==> config.mk <==
export PLATFORM = sky130hd
export DESIGN_NAME = serial_ctrl_bank
export DESIGN_NICKNAME = d
export VERILOG_FILES = /design/src/rtl/scb_pkg.sv /design/src/rtl/scb_rst_sync.sv /design/src/rtl/scb_sync.sv /design/src/rtl/scb_shifter.sv /design/src/rtl/scb_reg_bank.sv /design/src/rtl/serial_ctrl_bank.sv
export SDC_FILE = /design/constraint.sdc
export NUM_CORES = 1
export LEC_CHECK = 0
export ABC_CLOCK_PERIOD_IN_PS = 4370
export BUFFER_PORTS_ARGS = -buffer_cell sky130_fd_sc_hd__buf_4
export CAP_MARGIN = 20
export CORE_MARGIN = 3
export CORE_UTILIZATION = 25
export DETAILED_ROUTE_END_ITERATION = 16
export PLACE_DENSITY = 0.44
export SYNTH_ARGS = -nofsm -noshare
export SYNTH_HDL_FRONTEND = slang
export SYNTH_SLANG_ARGS = --single-unit
==> constraint.sdc <==
create_clock -name clk -period 4.37 [get_ports clk]
set_clock_uncertainty 0.05 [all_clocks]
set_input_delay 0.437 -clock clk [delete_from_list [all_inputs] [get_ports clk]]
set_output_delay 0.437 -clock clk [all_outputs]
set_load 0.05 [all_outputs]
==> src/rtl/scb_pkg.sv <==
package scb_pkg;
  localparam int ADDR_W    = 3;
  localparam int DATA_W    = 10;
  localparam int FRAME_LEN = ADDR_W + DATA_W;
  localparam int NUM_REGS  = 5;

  localparam int LEVEL_W = 8;
  localparam int BW_W    = 4;
  localparam int GAIN_W  = 9;
  localparam int MODE_W  = 6;
  localparam int CLAMP_W = 10;

  typedef enum logic [ADDR_W-1:0] {
    RA_LEVEL = 3'd0,
    RA_BW    = 3'd1,
    RA_GAIN  = 3'd2,
    RA_MODE  = 3'd3,
    RA_CLAMP = 3'd4
  } reg_addr_e;
endpackage

==> src/rtl/scb_rst_sync.sv <==
module scb_rst_sync #(
  parameter int STAGES = 2
) (
  input  logic clk,
  input  logic rst_n,
  output logic rst_sn
);
  logic [STAGES-1:0] chain_q;

  always_ff @(posedge clk or negedge rst_n) begin
    if (!rst_n) chain_q <= '0;
    else        chain_q <= {chain_q[STAGES-2:0], 1'b1};
  end

  assign rst_sn = chain_q[STAGES-1];
endmodule

==> src/rtl/scb_sync.sv <==
module scb_sync #(
  parameter int              WIDTH   = 3,
  parameter int              STAGES  = 2,
  parameter logic [WIDTH-1:0] RST_VAL = '0
) (
  input  logic             clk,
  input  logic             rst_n,
  input  logic [WIDTH-1:0] d_async,
  output logic [WIDTH-1:0] q_sync
);
  logic [STAGES-1:0][WIDTH-1:0] stage_q;

  always_ff @(posedge clk or negedge rst_n) begin
    if (!rst_n) begin
      for (int s = 0; s < STAGES; s++) stage_q[s] <= RST_VAL;
    end else begin
      stage_q[0] <= d_async;
      for (int s = 1; s < STAGES; s++) stage_q[s] <= stage_q[s-1];
    end
  end

  assign q_sync = stage_q[STAGES-1];
endmodule

==> src/rtl/scb_shifter.sv <==
module scb_shifter
  import scb_pkg::*;
(
  input  logic              clk,
  input  logic              rst_n,
  input  logic              sclk_s,
  input  logic              sdat_s,
  input  logic              sen_n_s,
  output logic              frame_ok,
  output logic [ADDR_W-1:0] f_addr,
  output logic [DATA_W-1:0] f_data
);
  localparam int CNT_MAX = FRAME_LEN + 1;
  localparam int CNT_W   = $clog2(CNT_MAX + 1);

  logic                 sclk_d, sen_d;
  logic [FRAME_LEN-1:0] sh_q, sh_n;
  logic [CNT_W-1:0]     cnt_q, cnt_n;
  logic                 sclk_rise, sen_fall, sen_rise;

  assign sclk_rise = sclk_s & ~sclk_d;
  assign sen_fall  = ~sen_n_s & sen_d;
  assign sen_rise  = sen_n_s & ~sen_d;

  always_comb begin
    sh_n  = sh_q;
    cnt_n = cnt_q;
    if (sen_fall) begin
      sh_n  = '0;
      cnt_n = '0;
    end else if (!sen_n_s && sclk_rise) begin
      sh_n = {sh_q[FRAME_LEN-2:0], sdat_s};
      if (cnt_q != CNT_W'(CNT_MAX)) cnt_n = cnt_q + 1'b1;
    end
  end

  always_ff @(posedge clk or negedge rst_n) begin
    if (!rst_n) begin
      sclk_d <= 1'b0;
      sen_d  <= 1'b1;
      sh_q   <= '0;
      cnt_q  <= '0;
    end else begin
      sclk_d <= sclk_s;
      sen_d  <= sen_n_s;
      sh_q   <= sh_n;
      cnt_q  <= cnt_n;
    end
  end

  assign frame_ok = sen_rise && (cnt_q == CNT_W'(FRAME_LEN));
  assign f_addr   = sh_q[FRAME_LEN-1 -: ADDR_W];
  assign f_data   = sh_q[DATA_W-1:0];

  AST_CNT_SATURATES: assert property (@(posedge clk) disable iff (!rst_n)
    cnt_q <= CNT_W'(CNT_MAX));
  AST_CNT_CLEARS: assert property (@(posedge clk) disable iff (!rst_n)
    sen_fall |=> (cnt_q == '0));
  AST_IDLE_NO_COUNT: assert property (@(posedge clk) disable iff (!rst_n)
    (sen_n_s && sen_d) |=> $stable(cnt_q));
endmodule

==> src/rtl/scb_reg_bank.sv <==
module scb_reg_bank
  import scb_pkg::*;
#(
  parameter int GAIN_MAX = 319
) (
  input  logic               clk,
  input  logic               rst_n,
  input  logic               frame_ok,
  input  logic [ADDR_W-1:0]  f_addr,
  input  logic [DATA_W-1:0]  f_data,
  output logic [LEVEL_W-1:0] out_level,
  output logic [BW_W-1:0]    bw_samp,
  output logic [BW_W-1:0]    bw_gain,
  output logic [GAIN_W-1:0]  gain_code,
  output logic [MODE_W-1:0]  mode_flags,
  output logic [CLAMP_W-1:0] clamp_ref,
  output logic [NUM_REGS-1:0] upd_strobe
);
  localparam logic [GAIN_W-1:0] GAIN_LIM = GAIN_W'(GAIN_MAX);

  logic [NUM_REGS-1:0] we;
  logic [LEVEL_W-1:0]  level_q, level_n;
  logic [BW_W-1:0]     bws_q, bws_n, bwg_q, bwg_n;
  logic [GAIN_W-1:0]   gain_q, gain_n, gain_raw;
  logic [MODE_W-1:0]   mode_q, mode_n;
  logic [CLAMP_W-1:0]  clamp_q, clamp_n;
  logic [NUM_REGS-1:0] strb_q;

  genvar gi;
  generate
    for (gi = 0; gi < NUM_REGS; gi++) begin : g_dec
      assign we[gi] = frame_ok && (f_addr == ADDR_W'(gi));
    end
  endgenerate

  assign gain_raw = f_data[GAIN_W-1:0];

  always_comb begin
    level_n = level_q;
    bws_n   = bws_q;
    bwg_n   = bwg_q;
    gain_n  = gain_q;
    mode_n  = mode_q;
    clamp_n = clamp_q;
    if (we[RA_LEVEL]) level_n = f_data[LEVEL_W-1:0];
    if (we[RA_BW]) begin
      bws_n = f_data[BW_W-1:0];
      bwg_n = f_data[2*BW_W-1:BW_W];
    end
    if (we[RA_GAIN])  gain_n  = (gain_raw > GAIN_LIM) ? GAIN_LIM : gain_raw;
    if (we[RA_MODE])  mode_n  = f_data[MODE_W-1:0];
    if (we[RA_CLAMP]) clamp_n = f_data[CLAMP_W-1:0];
  end

  always_ff @(posedge clk or negedge rst_n) begin
    if (!rst_n) begin
      level_q <= '0;
      bws_q   <= '0;
      bwg_q   <= '0;
      gain_q  <= '0;
      mode_q  <= '0;
      clamp_q <= '0;
      strb_q  <= '0;
    end else begin
      level_q <= level_n;
      bws_q   <= bws_n;
      bwg_q   <= bwg_n;
      gain_q  <= gain_n;
      mode_q  <= mode_n;
      clamp_q <= clamp_n;
      strb_q  <= we;
    end
  end

  assign out_level  = level_q;
  assign bw_samp    = bws_q;
  assign bw_gain    = bwg_q;
  assign gain_code  = gain_q;
  assign mode_flags = mode_q;
  assign clamp_ref  = clamp_q;
  assign upd_strobe = strb_q;

  AST_GAIN_LIMIT: assert property (@(posedge clk) disable iff (!rst_n)
    gain_q <= GAIN_LIM);
  AST_STROBE_ONEHOT: assert property (@(posedge clk) disable iff (!rst_n)
    $onehot0(strb_q));
  AST_BAD_ADDR: assert property (@(posedge clk) disable iff (!rst_n)
    (frame_ok && f_addr >= ADDR_W'(NUM_REGS)) |=> (strb_q == '0));
  AST_NO_FRAME_HOLD: assert property (@(posedge clk) disable iff (!rst_n)
    !frame_ok |=> ($stable(clamp_q) && $stable(gain_q) && strb_q == '0));
  AST_LEVEL_CHANGE: assert property (@(posedge clk) disable iff (!rst_n)
    !$stable(level_q) |-> strb_q[RA_LEVEL]);
endmodule

==> src/rtl/serial_ctrl_bank.sv <==
module serial_ctrl_bank
  import scb_pkg::*;
#(
  parameter int SYNC_STAGES = 2,
  parameter int GAIN_MAX    = 319
) (
  input  logic         clk,
  input  logic         rst_n,
  input  logic         ser_clk,
  input  logic         ser_dat,
  input  logic         ser_en_n,
  output logic [7:0]   out_level,
  output logic [3:0]   bw_samp,
  output logic [3:0]   bw_gain,
  output logic [8:0]   gain_code,
  output logic [5:0]   mode_flags,
  output logic [9:0]   clamp_ref,
  output logic [4:0]   upd_strobe
);
  logic              rst_sn;
  logic [2:0]        ser_s;
  logic              frame_ok;
  logic [ADDR_W-1:0] f_addr;
  logic [DATA_W-1:0] f_data;

  scb_rst_sync #(.STAGES(2)) u_rst (
    .clk(clk), .rst_n(rst_n), .rst_sn(rst_sn)
  );

  scb_sync #(.WIDTH(3), .STAGES(SYNC_STAGES), .RST_VAL(3'b100)) u_sync (
    .clk(clk), .rst_n(rst_sn),
    .d_async({ser_en_n, ser_dat, ser_clk}),
    .q_sync(ser_s)
  );

  scb_shifter u_shift (
    .clk(clk), .rst_n(rst_sn),
    .sclk_s(ser_s[0]), .sdat_s(ser_s[1]), .sen_n_s(ser_s[2]),
    .frame_ok(frame_ok), .f_addr(f_addr), .f_data(f_data)
  );

  scb_reg_bank #(.GAIN_MAX(GAIN_MAX)) u_bank (
    .clk(clk), .rst_n(rst_sn),
    .frame_ok(frame_ok), .f_addr(f_addr), .f_data(f_data),
    .out_level(out_level), .bw_samp(bw_samp), .bw_gain(bw_gain),
    .gain_code(gain_code), .mode_flags(mode_flags), .clamp_ref(clamp_ref),
    .upd_strobe(upd_strobe)
  );

  AST_RESET_CLEAR: assert property (@(posedge clk)
    !rst_sn |=> (upd_strobe == '0 && gain_code == '0));
endmodule

Word level (Yosys, flattened, before mapping). Index checks and enable logic that the tools add are counted. Widths: inputs -> output; s select.

Register bits after elaboration: 73. Input bits: 5. Word-level logic and storage cells: 46.

Add/subtract/negate cells: 1. Magnitude comparators: 1. Equal/unequal tests: 6. Muxes and demuxes: 6. Bitwise gates (word level): 6. Reductions and logical operators: 12.

Operators with widths (number): $mux 13 (2); $mux 4 (3); $gt 9x9->1 const B (1); $mux 9 (1); $logic_and 1x1->1 (7); $eq 3x2->1 const B (2); $add 4x1->4 const B (1); $eq 4x4->1 const B (1); $ne 4x4->1 const B (1); $reduce_bool 2->1 (2); $and 1x1->1 (3); $eq 3x1->1 const B (1); $eq 3x3->1 const B (1); $logic_not 3->1 (1); $not 1->1 (3); $reduce_and 2->1 (1); $logic_not 1->1 (1).

Logic depth before layout (Yosys ltp). Gate-level depths: netlist of the first run.

Depth after elaboration: 5. Mapped depth: 7. Depth with buffers taken out: 5.

Cells and area by module. A second synthesis of the first run with hierarchy kept.

Cell total of the unflattened synthesis: 204. Area, all modules: 2810.2 µm².

By module, submodules not included: scb_reg_bank (times used 1, cells an instance 103, area each 1699.1 µm², seq. area each 1151.1 µm²); scb_shifter (times used 1, cells an instance 89, area each 882.1 µm², seq. area each 476.7 µm²); scb_sync (times used 1, cells an instance 9, area each 175.2 µm², seq. area each 152.6 µm²); scb_rst_sync (times used 1, cells an instance 3, area each 53.8 µm², seq. area each 50.0 µm²).

Worst setup path before layout of the first run. No wires, ideal clock.

Path kind: register to register. Start point: register u_shift.cnt_q[0]. End point: register u_bank.clamp_q[0] (netlist: u_bank.clamp_ref[0]). Arrival: 1.456 ns. Path slack: 2.739 ns. Cell stages (with the launch flop): 7. Buffers on the path: 2. Clock period less this slack: 1.631 ns. Cell sequence: dfrtp_1 > ha_1 > and4_1 > buf_6 > nand4b_2 > buf_6 > mux2_4.

Word-level cells in the longest chain between the ends: 3.

Ends and longest elaborated chain: from (decl) (RTL line scb_shifter.sv:18) `logic [CNT_W-1:0] cnt_q, cnt_n;`; from (signal assigned) (RTL line scb_shifter.sv:47) `cnt_q <= cnt_n;`; $eq 4x4->1 (RTL line scb_shifter.sv:51) `assign frame_ok = sen_rise && (cnt_q == CNT_W'(FRAME_LEN));`; $logic_and 1x1->1 (RTL line scb_shifter.sv:51); $logic_and 1x1->1 (RTL line scb_reg_bank.sv:32) `assign we[gi] = frame_ok && (f_addr == ADDR_W'(gi));`; to (signal assigned) (RTL line scb_reg_bank.sv:70) `clamp_q <= clamp_n;`; to (decl) (RTL line scb_reg_bank.sv:26) `logic [CLAMP_W-1:0] clamp_q, clamp_n;`.

No other way between the ends. A chain may end at the register's enable or synchronous reset.

Worst setup path in the final report of the first run.
Start point: register u_shift.cnt_q[1]. End point: register u_bank.clamp_q[1] (netlist: u_bank.clamp_ref[1]).

The elaborated chain is that of the path after synthesis.

==> flow_metrics.env, run 1 <==
export IMPL_status="finished, final reports clean"
export IMPL_fin_crit_ns=2.121
export IMPL_setup_tns_ns=0
export IMPL_cts_htree_levels=3
export IMPL_row_count=38
export IMPL_arrival_ns=2.28
export IMPL_routed_wl_um=6030
export IMPL_path_delay_family="simple AND/OR/NAND/NOR gates"
export IMPL_synth_top_family_by_area="multiplexers"
export IMPL_grt_max_degree=43
export IMPL_yosysWarnings=0
export IMPL_clkTransAtPathRegs_ns=0.05
export IMPL_maxSlewHeadroom=0.3915
export IMPL_cts_made_buffers=9
export IMPL_worstPathMaxFanout=10
export IMPL_worstPathCellList="inv_1, ha_1, and4_1, nand4b_2, mux2_4"
export IMPL_syn_to_final_growth_pct=27.34
export IMPL_final_net_count=274
export IMPL_setup_violations_final=0
export IMPL_post_route_period_util=0.4854
export IMPL_reg2reg_depth=5
export IMPL_antenna_found_initial=0
export IMPL_drt_iter0_markers=75
export IMPL_worst_hold_path_type="in -> reg"
export IMPL_synth_area_um2=2910
export IMPL_finalPower_mw=1.385
export IMPL_utilization=0.3331
export IMPL_ys_seq_area_frac=0.6290
export IMPL_holdPathStages=1
export IMPL_synthDistinctLibCells=34
export IMPL_routedWlPerCell_um=14.71
export IMPL_core_area_um2=11130
export IMPL_r2r_end="u_bank.clamp_ref[1]"
export IMPL_fmax_ghz=0.4714
export IMPL_drc_errors=0
export IMPL_dieHeight_um=113.9
export IMPL_drtAntennaViolNets=0
export IMPL_drive_above_1_share=0.4407
export IMPL_rsz0062_at_grt="no"
export IMPL_overflow=0
export IMPL_synth_cells=210
export IMPL_synthAdderAreaFrac=0.01290
export IMPL_grt_pass1_vias=1829
export IMPL_vias=1744
export IMPL_hold_path_startpoint="ser_dat"
export IMPL_synthMuxAreaShare=0.1754
export IMPL_cts_repair_resized=0
export IMPL_crit_reg2reg_launch="u_shift.cnt_q[1]"
export IMPL_path_buf_inv=1
export IMPL_p_per_area_nw_per_um2=373.7
export IMPL_grt_pass1_wl_um=10120
export IMPL_via_per_inst=4.254
export IMPL_port_buffers=50
export IMPL_io_pins=51
export IMPL_whs_endpoint="u_sync.stage_q[1]"
export IMPL_start_util=0.2616
export IMPL_clockRootBuffer="clkbuf_16"
export IMPL_clock_latency_ns=0.33
export IMPL_antenna_cells=0
export IMPL_die_w_um=113.9
export IMPL_peakVddDrop_v=0.0002026
export IMPL_finalHoldViolations=0
export IMPL_synth_xor_area_share=0
export IMPL_worst_pin_slew_ns=0.9128
export IMPL_synth_compound_area_frac=0.03611
export IMPL_dr_pass1_iters=4
export IMPL_worstSetupPathType="reg -> reg"
export IMPL_cap_violations=0
export IMPL_cpPeakStageDelay_ns=0.47
export IMPL_final_cell_mix="69 x dfrtp_1, 53 x buf_4, 32 x mux2_2"
export IMPL_slew_violations=0
export IMPL_cp_required_ns=4.53
export IMPL_final_common_cell="dfrtp_1"
export IMPL_cts_tree="built"
export IMPL_syn_nets=218
export IMPL_p_leak_nw=1.926
export IMPL_hold_slack_ns=0.1643
export IMPL_r2r_slack_ns=2.25
export IMPL_cts_setup_buffers=0
export IMPL_layout_cells_non_filler=410
export IMPL_cp_start_kind="register"
export IMPL_synth_simple_area_share=0.1182
export IMPL_cts_num_sinks=73
export IMPL_ys_ff_latch=73
export IMPL_gr_usage_all_layers=0.1031
export IMPL_die_area_um2=12970
export IMPL_avgSynthCellArea_um2=13.86
export IMPL_hpwl_um=4118
export IMPL_placed_cells=394
export IMPL_crit_path_end_kind="register"
export IMPL_place_congestion=0.6952
export IMPL_clockBufferDepth=2
export IMPL_crit_slowest_cell="nand4b_2"
-- cells by family after synthesis --
family,Yosys count
AO/OA/AOI/OAI,19
flip-flops,73
other,1
multiplexers,42
adder cells (fa/ha/maj),3
buffers and inverters,16
AND/OR/NAND/NOR,56
-- area by class of cell --
cell class	count	area (µm²)
Clock buffer	12	246.5
Clock inverter	3	17.52
Fill cell	1156	7420
Inverter	7	26.28
Multi-Input combinational cell	121	1001
Sequential cell	73	1832
Tap cell	140	175.2
Timing Repair Buffer	54	407.9
-- flip-flops by register name, indices dropped and copies added, names as in the netlist --
signal,flops
u_bank.bw_samp,4
u_bank.clamp_ref,10
u_sync.q_sync,3
u_sync.stage_q,3
u_shift.sh_q,13
u_bank.out_level,8
u_bank.upd_strobe,5
u_rst.chain_q,2
u_shift.sen_d,1
u_shift.sclk_d,1
u_bank.mode_flags,6
u_bank.gain_code,9
u_shift.cnt_q,4
u_bank.bw_gain,4
-- power breakdown --
group	internal, mW	leakage (nW)	switching, mW
logic	0.0119	0.807	0.0192
clock network	0.394	0.128	0.258
registers	0.686	0.990	0.0154
total	1.09	1.93	0.293
-- cell usage after synthesis, drive strengths merged --
master	n	share of area
or3b	1	0.0030
nand3	3	0.0069
nor2b	3	0.0064
inv	7	0.0090
nor4	1	0.0022
and4b	1	0.0034
dfstp	3	0.027
a21oi	14	0.024
or2b	1	0.0026
conb	1	0.0013
nor3	2	0.0034
mux2	42	0.18
o31ai	1	0.0026
nor3b	1	0.0043
o21ai	1	0.0017
nand4	1	0.0043
a211oi	2	0.0052
nand2b	4	0.0086
nand4b	3	0.021
ha	3	0.013
o21a	1	0.0026
nor2	5	0.0073
clkbuf	4	0.0052
buf	5	0.013
nand2	26	0.034
and2	1	0.0022
nand3b	1	0.0026
dfrtp	70	0.60
and4	2	0.0060
-- per-stage QoR --
| step | worst slack, ns | instance area (µm²) |
|---|---|---|
| after floorplan | 2.142 | 2910 |
| after global placement | 2.251 | 3432 |
| after detailed placement | 2.219 | 3432 |
| after CTS | 2.220 | 3706 |
| after global routing | 2.089 | 3706 |
| final | 2.249 | 3706 |
-- worst max-delay path by stage --
stage | end | start | slack, ns | cells after the start
after floorplan | u_bank.bw_gain[0] | u_rst.chain_q[1] | 2.14 | 0
after global placement | u_bank.clamp_ref[8] | u_shift.cnt_q[1] | 2.25 | 5
after detailed placement | u_bank.clamp_ref[2] | u_shift.cnt_q[1] | 2.22 | 5
after CTS | u_bank.clamp_ref[1] | u_shift.cnt_q[1] | 2.22 | 5
after global routing | u_bank.clamp_ref[2] | u_shift.cnt_q[1] | 2.09 | 5
final | u_bank.clamp_ref[1] | u_shift.cnt_q[1] | 2.25 | 5
-- layer usage --
| layer | up-vias | routed length, µm | GRT usage |
|---|---|---|---|
| met5 | - | 0 | 0 |
| met4 | 0 | 124 | 0.04276 |
| met3 | 9 | 345 | 0.03607 |
| met2 | 40 | 2835 | 0.1610 |
| met1 | 861 | 2724 | 0.1304 |
| li1 | 834 | - | - |
-- worst register-to-register path, stage by stage, from the launching register on --
cell and delay, ns:
dfrtp_1 0.41, inv_1 0.07, ha_1 0.13, and4_1 0.43, nand4b_2 0.47, mux2_4 0.45
-- timing repair --
| action | in CTS | in global routing |
|---|---|---|
| setup endpoints to repair | 0 | 0 |
| hold buffers | 1 | 0 |
| endpoints found under the hold margin | 2 | 0 |
No activity file was read; power rests on OpenSTA's default activity.
==> run 2: changes to the inputs <==
ABC_CLOCK_PERIOD_IN_PS = 2200   (was 4370)
clock period = 2.2 ns   (was 4.37 ns; I/O delays follow)
==> flow_metrics.env, run 2 (synthesis gave the netlist of run 1 again) <==
export IMPL_die_w_um=113.9
export IMPL_gr_usage_all_layers=0.1067
export IMPL_fmax_ghz=0.5529
export IMPL_cts_tree="built"
export IMPL_start_util=0.2616
export IMPL_cp_required_ns=2.37
export IMPL_worstSetupPathType="reg -> reg"
export IMPL_r2r_end="u_bank.gain_code[8]"
export IMPL_crit_path_end_kind="register"
export IMPL_antenna_found_initial=0
export IMPL_cts_made_buffers=9
export IMPL_clkTransAtPathRegs_ns=0.06
export IMPL_clkPwrFrac=0.504
export IMPL_clock_latency_ns=0.33
export IMPL_drt_iter0_markers=102
export IMPL_via_per_inst=4.273
export IMPL_crit_reg2reg_launch="u_shift.cnt_q[1]"
export IMPL_p_switching_mw=0.6209
export IMPL_switching_share=0.2103
export IMPL_hpwl_um=4209
export IMPL_p_int_mw=2.332
export IMPL_clockBufferDepth=2
export IMPL_cp_start_kind="register"
export IMPL_cts_num_sinks=73
export IMPL_final_cell_mix="69 x dfrtp_1, 55 x buf_4, 32 x mux2_2"
export IMPL_clockRootBuffer="clkbuf_16"
export IMPL_rsz0062_at_grt="no"
export IMPL_r2r_slack_ns=0.39
export IMPL_setup_tns_ns=0
export IMPL_place_congestion=0.7257
export IMPL_final_net_count=280
export IMPL_worstPathMaxFanout=10
export IMPL_fin_crit_ns=1.809
export IMPL_hold_slack_ns=0.1024
export IMPL_row_count=38
export IMPL_final_common_cell="dfrtp_1"
export IMPL_arrival_ns=1.98
export IMPL_die_area_um2=12970
export IMPL_p_leak_nw=1.977
export IMPL_overflow=0
export IMPL_p_per_area_nw_per_um2=773.9
export IMPL_setup_violations_final=0
export IMPL_largest_reg_flops=13
export IMPL_antenna_cells=0
export IMPL_post_route_period_util=0.8221
export IMPL_core_area_um2=11130
export IMPL_drc_errors=0
export IMPL_vias=1782
export IMPL_routedWlPerCell_um=15.01
export IMPL_io_pins=51
export IMPL_grt_pass1_vias=1949
export IMPL_pwr_share_seq=0.469
export IMPL_dr_pass1_iters=4
export IMPL_routed_wl_um=6261
export IMPL_status="finished, final reports clean"
export IMPL_fillerInstances=1129
export IMPL_power_frac_comb=0.027
export IMPL_port_buffers=50
export IMPL_dieHeight_um=113.9
export IMPL_worst_hold_path_type="reg -> async"
export IMPL_cts_htree_levels=3
export IMPL_drtAntennaViolNets=0
export IMPL_utilization=0.3429
export IMPL_cts_setup_buffers=0
export IMPL_reg2reg_depth=6
export IMPL_drive_above_1_share=0.4477
export IMPL_worst_pin_slew_ns=0.5825
export IMPL_largest_register="u_shift.sh_q"
export IMPL_grt_pass1_wl_um=10560
export IMPL_finalPower_mw=2.952
export IMPL_grt_max_degree=61
export IMPL_cap_violations=0
export IMPL_slew_violations=0
export IMPL_syn_to_final_growth_pct=31.08
export IMPL_finalHoldViolations=0
export IMPL_peakVddDrop_v=0.0003733
export IMPL_maxSlewHeadroom=0.6117
run 2: cell types whose count changed in the layout (fill, tap and decap cells not counted), sizes merged:
cell / before / now
buf: 53 / 56
bufinv: 0 / 1
dlygate4sd3: 1 / 4
run 2: metal layers:
layer  track usage  up-vias  share of wire
met3       0.03979        9          0.059
li1              -      846              -
met4       0.04513        0          0.015
met1        0.1321      885           0.46
met2        0.1676       42           0.47
met5             0        -              0
run 2: cell type report:
| type | count | area, µm² | share of cell area |
|---|---|---|---|
| clock buffers | 12 | 256.5 | 0.06724 |
| clock inverters | 4 | 51.30 | 0.01345 |
| inverters | 7 | 26.28 | 0.006888 |
| multi-input cells | 121 | 1001 | 0.2624 |
| flip-flops and latches | 73 | 1832 | 0.4802 |
| well taps | 140 | 175.2 | 0.04592 |
| repair buffers | 60 | 473.0 | 0.1240 |
run 2: repair_timing:
action,4_1_cts,5_1_grt
resized for setup,0,0
hold buffers,4,0
endpoints found under the hold margin,5,0
run 2: power groups by stage:
stage	logic [mW]	registers (mW)	clock network, mW
after CTS	0.0829	1.38	1.54
after global routing	0.0941	1.39	1.61
after floorplan	0.0352	1.42	0
after global placement	0.0771	1.41	0
after detailed placement	0.0771	1.41	0
final	0.0802	1.38	1.49
run 2: worst max-delay path, cell delays in order, from the launching register on:
cell and delay, ns:
dfrtp_1 0.42, inv_1 0.07, ha_1 0.12, and4_1 0.31, buf_4 0.19, nand4b_4 0.21
mux2_2 0.33
run 2: worst max-delay path by stage:
stage	startpoint	endpoint	slack (ns)	cells past startpoint
detailed placement	u_shift.cnt_q[1]	u_bank.bw_gain[2]	0.38	6
global placement	u_shift.cnt_q[1]	u_bank.bw_samp[1]	0.39	6
floorplan	u_shift.cnt_q[0]	u_bank.clamp_ref[0]	0.57	6
CTS	u_shift.cnt_q[1]	u_bank.bw_gain[3]	0.37	6
finish	u_shift.cnt_q[1]	u_bank.gain_code[8]	0.39	6
global route	u_shift.cnt_q[1]	u_bank.gain_code[5]	0.26	6
run 2: stage by stage:
stage | std cells | instance area (µm²) | setup WS [ns]
after floorplan | 210 | 2912 | 0.5691
after CTS | 417 | 3815 | 0.3688
final | 417 | 3815 | 0.3913
after global placement | 397 | 3467 | 0.3855
after detailed placement | 397 | 3467 | 0.3760
after global routing | 417 | 3815 | 0.2601
